### src/rtl/ic_pkg.sv
package ic_pkg;
  localparam logic [11:0] OFF_CTRL    = 12'h000;
  localparam logic [11:0] OFF_DB_TRIG = 12'h004;
  localparam logic [11:0] OFF_DB_CAUSE= 12'h008;
  localparam logic [11:0] OFF_EN_SET  = 12'h030;
  localparam logic [11:0] OFF_EN_CLR  = 12'h034;
  localparam logic [11:0] OFF_ACK     = 12'h044;
  localparam logic [11:0] OFF_MSK_SET = 12'h048;
  localparam logic [11:0] OFF_MSK_CLR = 12'h04C;
  localparam logic [9:0]  ROUTE_WORD0 = 10'h040;
  localparam logic [9:0]  ACK_NONE    = 10'h3FF;
  localparam logic [9:0]  ACK_DBELL   = 10'h000;
  localparam int          DB_CNT      = 8;

  typedef struct packed {
    logic en_set;
    logic en_clr;
    logic route_wr;
    logic db_trig;
    logic msk_set;
    logic msk_clr;
    logic db_clr;
  } ic_wcmd_t;

  typedef enum logic [2:0] {
    RD_ZERO,
    RD_CTRL,
    RD_ROUTE,
    RD_ACK,
    RD_CAUSE
  } ic_rd_e;
endpackage

### src/rtl/ic_decode.sv
module ic_decode
  import ic_pkg::*;
#(
  parameter int NUM_SRC = 32,
  parameter int ADDR_W  = 13,
  localparam int SRC_W  = (NUM_SRC > 1) ? $clog2(NUM_SRC) : 1
) (
  input  logic [ADDR_W-1:0] addr,
  input  logic              we,
  output ic_wcmd_t          wcmd,
  output ic_rd_e            rd_kind,
  output logic [SRC_W-1:0]  route_idx
);
  localparam logic [9:0] ROUTE_END = ROUTE_WORD0 + 10'(NUM_SRC);

  logic        priv_win;
  logic [11:0] off;
  logic        route_hit;
  logic [9:0]  word;

  always_comb begin
    priv_win  = addr[ADDR_W-1];
    off       = addr[11:0];
    word      = off[11:2];
    route_hit = !priv_win && (word >= ROUTE_WORD0) && (word < ROUTE_END);
    route_idx = SRC_W'(word - ROUTE_WORD0);

    wcmd          = '0;
    wcmd.en_set   = we && !priv_win && (off == OFF_EN_SET);
    wcmd.en_clr   = we && !priv_win && (off == OFF_EN_CLR);
    wcmd.db_trig  = we && !priv_win && (off == OFF_DB_TRIG);
    wcmd.route_wr = we && route_hit;
    wcmd.msk_set  = we && priv_win && (off == OFF_MSK_SET);
    wcmd.msk_clr  = we && priv_win && (off == OFF_MSK_CLR);
    wcmd.db_clr   = we && priv_win && (off == OFF_DB_CAUSE);

    rd_kind = RD_ZERO;
    if (priv_win) begin
      if (off == OFF_ACK)           rd_kind = RD_ACK;
      else if (off == OFF_DB_CAUSE) rd_kind = RD_CAUSE;
    end else begin
      if (off == OFF_CTRL)          rd_kind = RD_CTRL;
      else if (route_hit)           rd_kind = RD_ROUTE;
    end
  end
endmodule

### src/rtl/ic_src_bank.sv
module ic_src_bank #(
  parameter int NUM_SRC = 32,
  parameter int NUM_CPU = 4,
  localparam int SRC_W  = (NUM_SRC > 1) ? $clog2(NUM_SRC) : 1
) (
  input  logic                              clk,
  input  logic                              rst_n,
  input  logic                              en_set,
  input  logic                              en_clr,
  input  logic                              widx_ok,
  input  logic [SRC_W-1:0]                  widx,
  input  logic                              route_wr,
  input  logic [SRC_W-1:0]                  route_idx,
  input  logic [NUM_CPU-1:0]                route_data,
  output logic [NUM_SRC-1:0]                en_q,
  output logic [NUM_SRC-1:0][NUM_CPU-1:0]   route_q
);
  logic [NUM_SRC-1:0]              en_d;
  logic                            en_upd;
  logic [NUM_SRC-1:0][NUM_CPU-1:0] route_d;

  always_comb begin
    en_d   = en_q;
    en_upd = widx_ok && (en_set || en_clr);
    if (en_set) en_d[widx] = 1'b1;
    if (en_clr) en_d[widx] = 1'b0;
    route_d = route_q;
    route_d[route_idx] = route_data;
  end

  always_ff @(posedge clk or negedge rst_n) begin
    if (!rst_n) begin
      en_q <= '0;
    end else if (en_upd) begin
      en_q <= en_d;
    end
  end

  always_ff @(posedge clk or negedge rst_n) begin
    if (!rst_n) begin
      route_q <= '0;
    end else if (route_wr) begin
      route_q <= route_d;
    end
  end
endmodule

### src/rtl/ic_cpu_slice.sv
module ic_cpu_slice
  import ic_pkg::*;
#(
  parameter int NUM_SRC  = 32,
  parameter int PCPU_SRC = 5,
  localparam int SRC_W   = (NUM_SRC > 1) ? $clog2(NUM_SRC) : 1
) (
  input  logic               clk,
  input  logic               rst_n,
  input  logic               sel,
  input  logic               msk_set,
  input  logic               msk_clr,
  input  logic               widx_ok,
  input  logic [SRC_W-1:0]   widx,
  input  logic               db_trig,
  input  logic [2:0]         db_num,
  input  logic               db_clr,
  input  logic [NUM_SRC-1:0] irq_in,
  input  logic [NUM_SRC-1:0] en_q,
  input  logic [NUM_SRC-1:0] route_col,
  output logic [9:0]         ack,
  output logic               req,
  output logic [DB_CNT-1:0]  cause
);
  logic [NUM_SRC-1:0] mask_q, mask_d;
  logic               mask_upd;
  logic [DB_CNT-1:0]  cause_d;
  logic               cause_upd;
  logic [NUM_SRC-1:0] elig;
  logic [9:0]         pick;

  // next-state for mask and doorbell cause
  always_comb begin
    mask_d   = mask_q;
    mask_upd = sel && widx_ok && (msk_set || msk_clr);
    if (msk_set) mask_d[widx] = 1'b1;
    if (msk_clr) mask_d[widx] = 1'b0;

    cause_d   = cause;
    cause_upd = (sel && db_clr) || db_trig;
    if (sel && db_clr) cause_d = '0;
    if (db_trig)       cause_d[db_num] = 1'b1;
  end

  always_ff @(posedge clk or negedge rst_n) begin
    if (!rst_n) begin
      mask_q <= '1;
    end else if (mask_upd) begin
      mask_q <= mask_d;
    end
  end

  always_ff @(posedge clk or negedge rst_n) begin
    if (!rst_n) begin
      cause <= '0;
    end else if (cause_upd) begin
      cause <= cause_d;
    end
  end

  // eligibility: line 0 is reserved for the doorbell code
  always_comb begin
    elig = '0;
    for (int n = 1; n < NUM_SRC; n++) begin
      if (n == PCPU_SRC) elig[n] = irq_in[n] && !mask_q[n];
      else               elig[n] = irq_in[n] && !mask_q[n] && en_q[n] && route_col[n];
    end
  end

  // fixed priority: scan downward so the lowest index is left last
  always_comb begin
    pick = ACK_NONE;
    for (int n = NUM_SRC - 1; n >= 1; n--) begin
      if (elig[n]) pick = 10'(n);
    end
    ack = (|cause) ? ACK_DBELL : pick;
    req = (ack != ACK_NONE);
  end
endmodule

### src/rtl/mcirq_ctrl.sv
module mcirq_ctrl
  import ic_pkg::*;
#(
  parameter int NUM_SRC  = 32,
  parameter int NUM_CPU  = 4,
  parameter int ADDR_W   = 13,
  parameter int PCPU_SRC = 5,
  localparam int CPU_W   = (NUM_CPU > 1) ? $clog2(NUM_CPU) : 1,
  localparam int SRC_W   = (NUM_SRC > 1) ? $clog2(NUM_SRC) : 1
) (
  input  logic               clk,
  input  logic               rst_n,
  input  logic [NUM_SRC-1:0] irq_in,
  input  logic [CPU_W-1:0]   cpu_sel,
  input  logic [ADDR_W-1:0]  addr,
  input  logic               we,
  input  logic [31:0]        wdata,
  output logic [31:0]        rdata,
  output logic [NUM_CPU-1:0] irq_out
);
  ic_wcmd_t                        wcmd;
  ic_rd_e                          rd_kind;
  logic [SRC_W-1:0]                route_idx;
  logic [SRC_W-1:0]                widx;
  logic                            widx_ok;
  logic [NUM_SRC-1:0]              en_q;
  logic [NUM_SRC-1:0][NUM_CPU-1:0] route_q;
  logic [NUM_CPU-1:0][NUM_SRC-1:0] route_t;
  logic [NUM_CPU-1:0][9:0]         ack_all;
  logic [NUM_CPU-1:0][DB_CNT-1:0]  cause_all;

  ic_decode #(.NUM_SRC(NUM_SRC), .ADDR_W(ADDR_W)) u_dec (
    .addr      (addr),
    .we        (we),
    .wcmd      (wcmd),
    .rd_kind   (rd_kind),
    .route_idx (route_idx)
  );

  always_comb begin
    widx_ok = (wdata[31:10] == '0) && (wdata[9:0] < 10'(NUM_SRC));
    widx    = wdata[SRC_W-1:0];
    for (int c = 0; c < NUM_CPU; c++) begin
      for (int n = 0; n < NUM_SRC; n++) route_t[c][n] = route_q[n][c];
    end
  end

  ic_src_bank #(.NUM_SRC(NUM_SRC), .NUM_CPU(NUM_CPU)) u_bank (
    .clk        (clk),
    .rst_n      (rst_n),
    .en_set     (wcmd.en_set),
    .en_clr     (wcmd.en_clr),
    .widx_ok    (widx_ok),
    .widx       (widx),
    .route_wr   (wcmd.route_wr),
    .route_idx  (route_idx),
    .route_data (wdata[NUM_CPU-1:0]),
    .en_q       (en_q),
    .route_q    (route_q)
  );

  for (genvar c = 0; c < NUM_CPU; c++) begin : g_cpu
    ic_cpu_slice #(.NUM_SRC(NUM_SRC), .PCPU_SRC(PCPU_SRC)) u_slice (
      .clk       (clk),
      .rst_n     (rst_n),
      .sel       (cpu_sel == CPU_W'(c)),
      .msk_set   (wcmd.msk_set),
      .msk_clr   (wcmd.msk_clr),
      .widx_ok   (widx_ok),
      .widx      (widx),
      .db_trig   (wcmd.db_trig && wdata[8+c]),
      .db_num    (wdata[2:0]),
      .db_clr    (wcmd.db_clr),
      .irq_in    (irq_in),
      .en_q      (en_q),
      .route_col (route_t[c]),
      .ack       (ack_all[c]),
      .req       (irq_out[c]),
      .cause     (cause_all[c])
    );
  end

  always_comb begin
    rdata = '0;
    unique case (rd_kind)
      RD_CTRL:  rdata[11:2] = 10'(NUM_SRC);
      RD_ROUTE: rdata[NUM_CPU-1:0] = route_q[route_idx];
      RD_ACK:   if (int'(cpu_sel) < NUM_CPU) rdata[9:0] = ack_all[cpu_sel];
      RD_CAUSE: if (int'(cpu_sel) < NUM_CPU) rdata[DB_CNT-1:0] = cause_all[cpu_sel];
      default:  rdata = '0;
    endcase
  end
endmodule

### config.mk
export PLATFORM = sky130hd
export DESIGN_NAME = mcirq_ctrl
export DESIGN_NICKNAME = d
export VERILOG_FILES = /design/src/rtl/ic_pkg.sv /design/src/rtl/ic_decode.sv /design/src/rtl/ic_src_bank.sv /design/src/rtl/ic_cpu_slice.sv /design/src/rtl/mcirq_ctrl.sv
export SDC_FILE = /design/constraint.sdc
export NUM_CORES = 1
export LEC_CHECK = 0
export CELL_PAD_IN_SITES_DETAIL_PLACEMENT = 2
export CELL_PAD_IN_SITES_GLOBAL_PLACEMENT = 2
export CORE_MARGIN = 2
export CORE_UTILIZATION = 30
export CTS_CLUSTER_SIZE = 12
export DETAILED_ROUTE_END_ITERATION = 8
export PLACE_DENSITY_LB_ADDON = 0.08
export RECOVER_POWER = 50
export REMOVE_ABC_BUFFERS = 1
export SYNTH_ARGS = -nofsm -noshare
export SYNTH_HDL_FRONTEND = slang
export SYNTH_SLANG_ARGS = --single-unit
### constraint.sdc
create_clock -name clk -period 3.2 [get_ports clk]
set_input_delay 0.64 -clock clk [delete_from_list [all_inputs] [get_ports clk]]
set_output_delay 0.64 -clock clk [all_outputs]
set_load 0.05 [all_outputs]
==> Yosys cells after proc, flatten, opt, wreduce, memory -nomap -nowiden <==
Cells that the tools add are included.
{ "totals": {"ff_bits": 320} }
{ "classes": {"reduce_logical": 534, "addsub": 1, "n_bitwise": 15, "eq_ne": 18, "mux": 168, "order_cmp": 10} }
{ "ops": {"columns": ["op", "n"], "rows": [
  ["$mux W10", 129],
  ["$logic_and A1 B1 Y1", 396],
  ["$mux W32", 10],
  ["$and A32 B32 Y32", 5],
  ["$or A32 B32 Y32", 5],
  ["$bwmux W128", 1],
  ["$logic_not A1 Y1", 125],
  ["$mux W8", 9],
  ["$ne A10 B10 Y1 const B", 4],
  ["$eq A12 B7 Y1 const B", 3],
  ["$not A32 Y32", 1],
  ["$or A8 B8 Y8", 4],
  ["$reduce_or A8 Y1", 4],
  ["$eq A12 B6 Y1 const B", 2],
  ["$logic_not A22 Y1", 1],
  ["$bmux W10 S2", 1],
  ["$bmux W4 S5", 1],
  ["$demux W4 S5", 1],
  ["$bmux W8 S2", 1],
  ["$eq A12 B3 Y1 const B", 1],
  ["$eq A12 B4 Y1 const B", 1],
  ["$logic_not A12 Y1", 1],
  ["$lt A5 B6 Y1 const B", 2],
  ["$mux W3", 4],
  ["other kinds (22)", 34]
]} }

==> Logic depth before layout (Yosys ltp) <==
{ "depth": {"depth_word": 39, "depth_mapped": 10, "depth_no_buf": 7} }

==> Cells and area by module <==
From an unflattened synthesis, not the netlist that was laid out.
{ "hier_totals": {"cells_unflattened": 1676, "area_unflattened_um2": 18053.6} }
{ "modules_own_cells": {"columns": ["mod", "seq_area_each_um2", "cells_each", "n_inst", "area_each_um2"], "rows": [
  ["ic_cpu_slice", 1014.7, 252, 4, 2388.5],
  ["ic_src_bank", 4003.8, 442, 1, 6277.3],
  ["mcirq_ctrl", 0.0, 192, 1, 1963.1],
  ["ic_decode", 0.0, 34, 1, 259.0]
]} }

==> Worst setup path after synthesis <==
No wires, ideal clock.
{ "synth_timing": {"path_kind": "input-to-output", "startpoint": "input addr[7]", "endpoint": "output rdata[1]", "t_required_ns": 2.560, "stages": 6, "arrival_time_ns": 3.697, "slack_ns": -1.137, "path_cell_list": "or4_1 > nor4_1 > nand4_1 > a311oi_1 > o221ai_1 > o41ai_1"} }
{ "synth_via": {"elab_chain_len": 8} }
{ "synth_lines": {"columns": ["item", "line", "text"], "rows": [
  ["start: declaration", "mcirq_ctrl.sv:15", "input logic [ADDR_W-1:0] addr,"],
  ["$ge A10 B7 Y1", "ic_decode.sv:25", "route_hit = !priv_win && (word >= ROUTE_WORD0) && (word < ROUTE_END);"],
  ["$logic_and A1 B1 Y1 (2 in a row)", "ic_decode.sv:25", null],
  ["$mux W2", "ic_decode.sv:43", "else if (route_hit) rd_kind = RD_ROUTE;"],
  ["$mux W3", "ic_decode.sv:42", "if (off == OFF_CTRL) rd_kind = RD_CTRL;"],
  ["$mux W3 *", "ic_decode.sv:38", "if (priv_win) begin"],
  ["$eq A3 B3 Y1 or $eq A3 B2 Y1 (tied branches)", "mcirq_ctrl.sv:85", "unique case (rd_kind)"],
  ["$pmux W2 S3 *", "mcirq_ctrl.sv:85", null],
  ["end: declaration", "mcirq_ctrl.sv:18", "output logic [31:0] rdata,"]
]} }
Mark *: on every way between the ends. The rest lies on a longest branch, timed or not.

==> Worst setup path after layout <==
{ "layout_timing": {"startpoint": "register g_cpu[0].u_slice.cause[4]", "endpoint": "output rdata[5]"} }
{ "layout_via": {"elab_chain_len": 5} }
{ "layout_lines": {"columns": ["item", "line", "text"], "rows": [
  ["start: declaration", "ic_cpu_slice.sv:23", "output logic [DB_CNT-1:0] cause"],
  ["start signal: assignment", "ic_cpu_slice.sv:57", "cause <= cause_d;"],
  ["$reduce_or A8 Y1", "ic_cpu_slice.sv:76", "ack = (|cause) ? ACK_DBELL : pick;"],
  ["$mux W10", "ic_cpu_slice.sv:76", null],
  ["$bmux W10 S2", "mcirq_ctrl.sv:88", "RD_ACK: if (int'(cpu_sel) < NUM_CPU) rdata[9:0] = ack_all[cpu_sel];"],
  ["$mux W10 (not written as such)", "mcirq_ctrl.sv:88", null],
  ["$pmux W4 S3", "mcirq_ctrl.sv:85", null]
]} }
No other way between the ends. The select of a mux whose other input is x is not followed.

==> results.cfg <==
[run_status]
status = finished, violations left
violations = max-capacitance violations, max-slew violations, negative setup slack

[logic_synthesis]
synth_area_um2 = 16800
synth-edff-count = 0
ys_warn_count = 0
ys_types = 69
synthFlopType = dfrtp_1
synthCells = 1571
ys_ff_latch = 314
async_reset_ff_share_pct = 100.0
yosysTopAreaCellShare_pct = 28.31
syn_avg_cell_area_um2 = 10.69
yosysSeqAreaShare_pct = 47.70
yosysTopAreaCell = dfrtp_1
synth_area_leaders = dfrtp_1 (28%), dfstp_2 (19%), mux2_2 (8.8%)

[layout]
final_nets = 2177
regArea_um2 = 8015
areaGrowthSynthToFinish_pct = 42.93
drive_gt1_share_pct = 44.94
fin_util_pct = 43.49
fillers = 5738
design_area_um2 = 24010
final_cell_mix = buf_4 (437), a21oi_1 (262), dfrtp_1 (188), mux2_2 (132), dfstp_2 (124)
multiInputGateArea_um2 = 8798
layout_commonest_cell = buf_4

[cts]
cts.clk_slew.worst_paths_ns = 0.06
cts_sinks = 314
cts_buffer_depth = 3
cts_tree = built
numCtsBuffers = 40
h-tree-depth = 2
postCtsHoldBufs = 0
clk-insertion-delay-late_ns = 0.56
cts_root_buf = clkbuf_16

[place]
placed_cell_area_um2 = 22070
dp_hpwl_mm = 68.14
gp_congestion = 1.024
io_buffers = 94

[timing]
fin_hold_ws_ns = 0.5128
post-route-period-util_pct = 127.2
tightest_slew_ns = 2.416
fin_skew_ns = 0
rsz0062_at_grt = true
tns_ns = -7.533
final-setup-viol-count = 11
hold_viol = 0
slew_viol_final = 79
period_needed_ns = 4.069
fin_ws_ns = -0.8694
max_freq_mhz = 245.7
max_slew_margin_pct = -61.06

[setup_path]
r2r_slack_ns = 2.26
worst_r2r_endpoint = u_bank.en_q[31]$_DFFE_PN0P_
worstPathRequired_ns = 2.56
end_kind = primary output
worstReg2RegStart = u_bank.en_q[31]$_DFFE_PN0P_
cp_max_fo = 4
r2r_cells = 2
cp.arrival_ns = 3.43
critPathKind = reg2out
start_kind = flip-flop

[flow_run]
max_cap_viol_count = 1

[die]
num_rows = 86
die_h_um = 240.6
start_util_pct = 30.43
dieArea_um2 = 57900
ios = 118
core_um2 = 55200
chipWidth_um = 240.6

[drt]
drt_pass1_iterations = 5
wl_per_cell_um = 31.29
via_per_inst = 5.667
ant_nets = 0
drtIter0Drc = 1009
drcViolationCount = 0
num_vias = 16293
drt_wl_total_mm = 89.96

[global_routing]
grt_use_total_pct = 31.16
grt_pass1_wl_mm = 128.9
antenna_found_initial = 2
grt_pass1_vias = 17915
overflow = 0
grt_max_degree = 79

[worst_hold_path]
min-delay-start = u_bank.route_q[0]$_DFFE_PN0P_
min_to = u_bank.route_q[0]$_DFFE_PN0P_
holdPathStages = 1
hp-class = reg2reg

[power_and_ir_drop]
p_leak_uw = 0.01068
power_density_nw_per_um2 = 388.6
ir_worst_vdd_uv = 438.9
routing by layer:
layer	part of all wire, %	vias up	global-route usage, %
li1	-	7036	-
met1	42	8643	39.61
met2	48	444	52.89
met3	4.6	170	4.278
met4	4.7	0	13.68
met5	0	-	0
cells by family after synthesis:
kind of cell           synth area share (%)
DFF                                   47.70
muxes                                 14.35
buffers and inverters                 3.613
other                               0.02232
AOI/OAI and AO/OA                     16.44
and+or+nand+nor                       17.88
flip-flops by register name, indices dropped and copies added, names as in the netlist, named ones only:
signal	flops
u_bank.route_q	128
g_cpu.u_slice.cause	32
u_bank.en_q	1
g_cpu.u_slice.mask_q	124
layout make-up:
type	count	area share (%)
inverters	17	0.2658
diodes	2	0.02085
clock buffers	61	4.831
repair buffers	569	20.43
well taps	748	3.898
clock inverters	11	0.5263
flip-flops and latches	314	33.38
multi-input cells	1153	36.65
cell usage after synthesis, types with 9 or more instances:
master / instances
and2_1: 9
nand4_1: 23
and4b_1: 31
buf_1: 10
clkbuf_1: 42
nand2_1: 102
nor3_1: 11
mux4_2: 41
o2bb2ai_1: 32
dfstp_2: 124
inv_1: 17
nand4b_1: 101
buf_4: 27
nand3_1: 23
mux2_2: 132
nor2_1: 97
o22ai_1: 9
a21oi_1: 268
o21ai_0: 55
nand2b_1: 19
nor2b_1: 9
o31ai_1: 31
buf_2: 29
nor4_1: 22
o211ai_1: 11
dfrtp_1: 190
critical path, stage by stage, from the launching register on:
cell,delay (ns)
dfrtp_1,0.39
or4_4,0.61
or3b_4,0.45
nor3_4,0.21
nand4_1,0.15
mux4_2,0.56
nor2_4,0.18
a21o_1,0.16
buf_12,0.15
report_power, final:
part	internal, uW	leakage, uW	switching (uW)
Sequential	3990	0.00393	12.3
Clock	2660	0.000630	1880
Combinational	267	0.00612	509
Total	6920	0.0107	2410
how the worst max path moves through the flow:
stage                                          startpoint        to  slack (ns)  depth (start not counted)
floorplan           g_cpu[0].u_slice.cause[4]$_DFFE_PN0P_  rdata[7]       -1.48                          7
global placement                               irq_in[12]  rdata[1]       -1.20                         10
detailed placement                             irq_in[12]  rdata[1]       -1.22                         10
CTS                 g_cpu[0].u_slice.cause[6]$_DFFE_PN0P_  rdata[5]       -0.98                         10
global route        g_cpu[0].u_slice.cause[4]$_DFFE_PN0P_  rdata[5]       -0.96                          8
finish              g_cpu[0].u_slice.cause[4]$_DFFE_PN0P_  rdata[5]       -0.87                          8
metrics by stage:
stage          cells  setup slack, ns  total power, uW
4_1_cts         2864          -0.9783             9416
3_5_place_dp    2775           -1.215             4832
6_report        2875          -0.8694             9330
5_1_grt         2874          -0.9603             9610
2_1_floorplan   1484           -1.484             4266
3_3_place_gp    2775           -1.198             4819
repair_timing:
item / in CTS / in global routing
buffers inserted: 23 / 16
setup endpoints to repair: 14 / 14
pin swaps: 48 / 50
resized for setup: 105 / 53
Power figures use the tool's default switching activity.
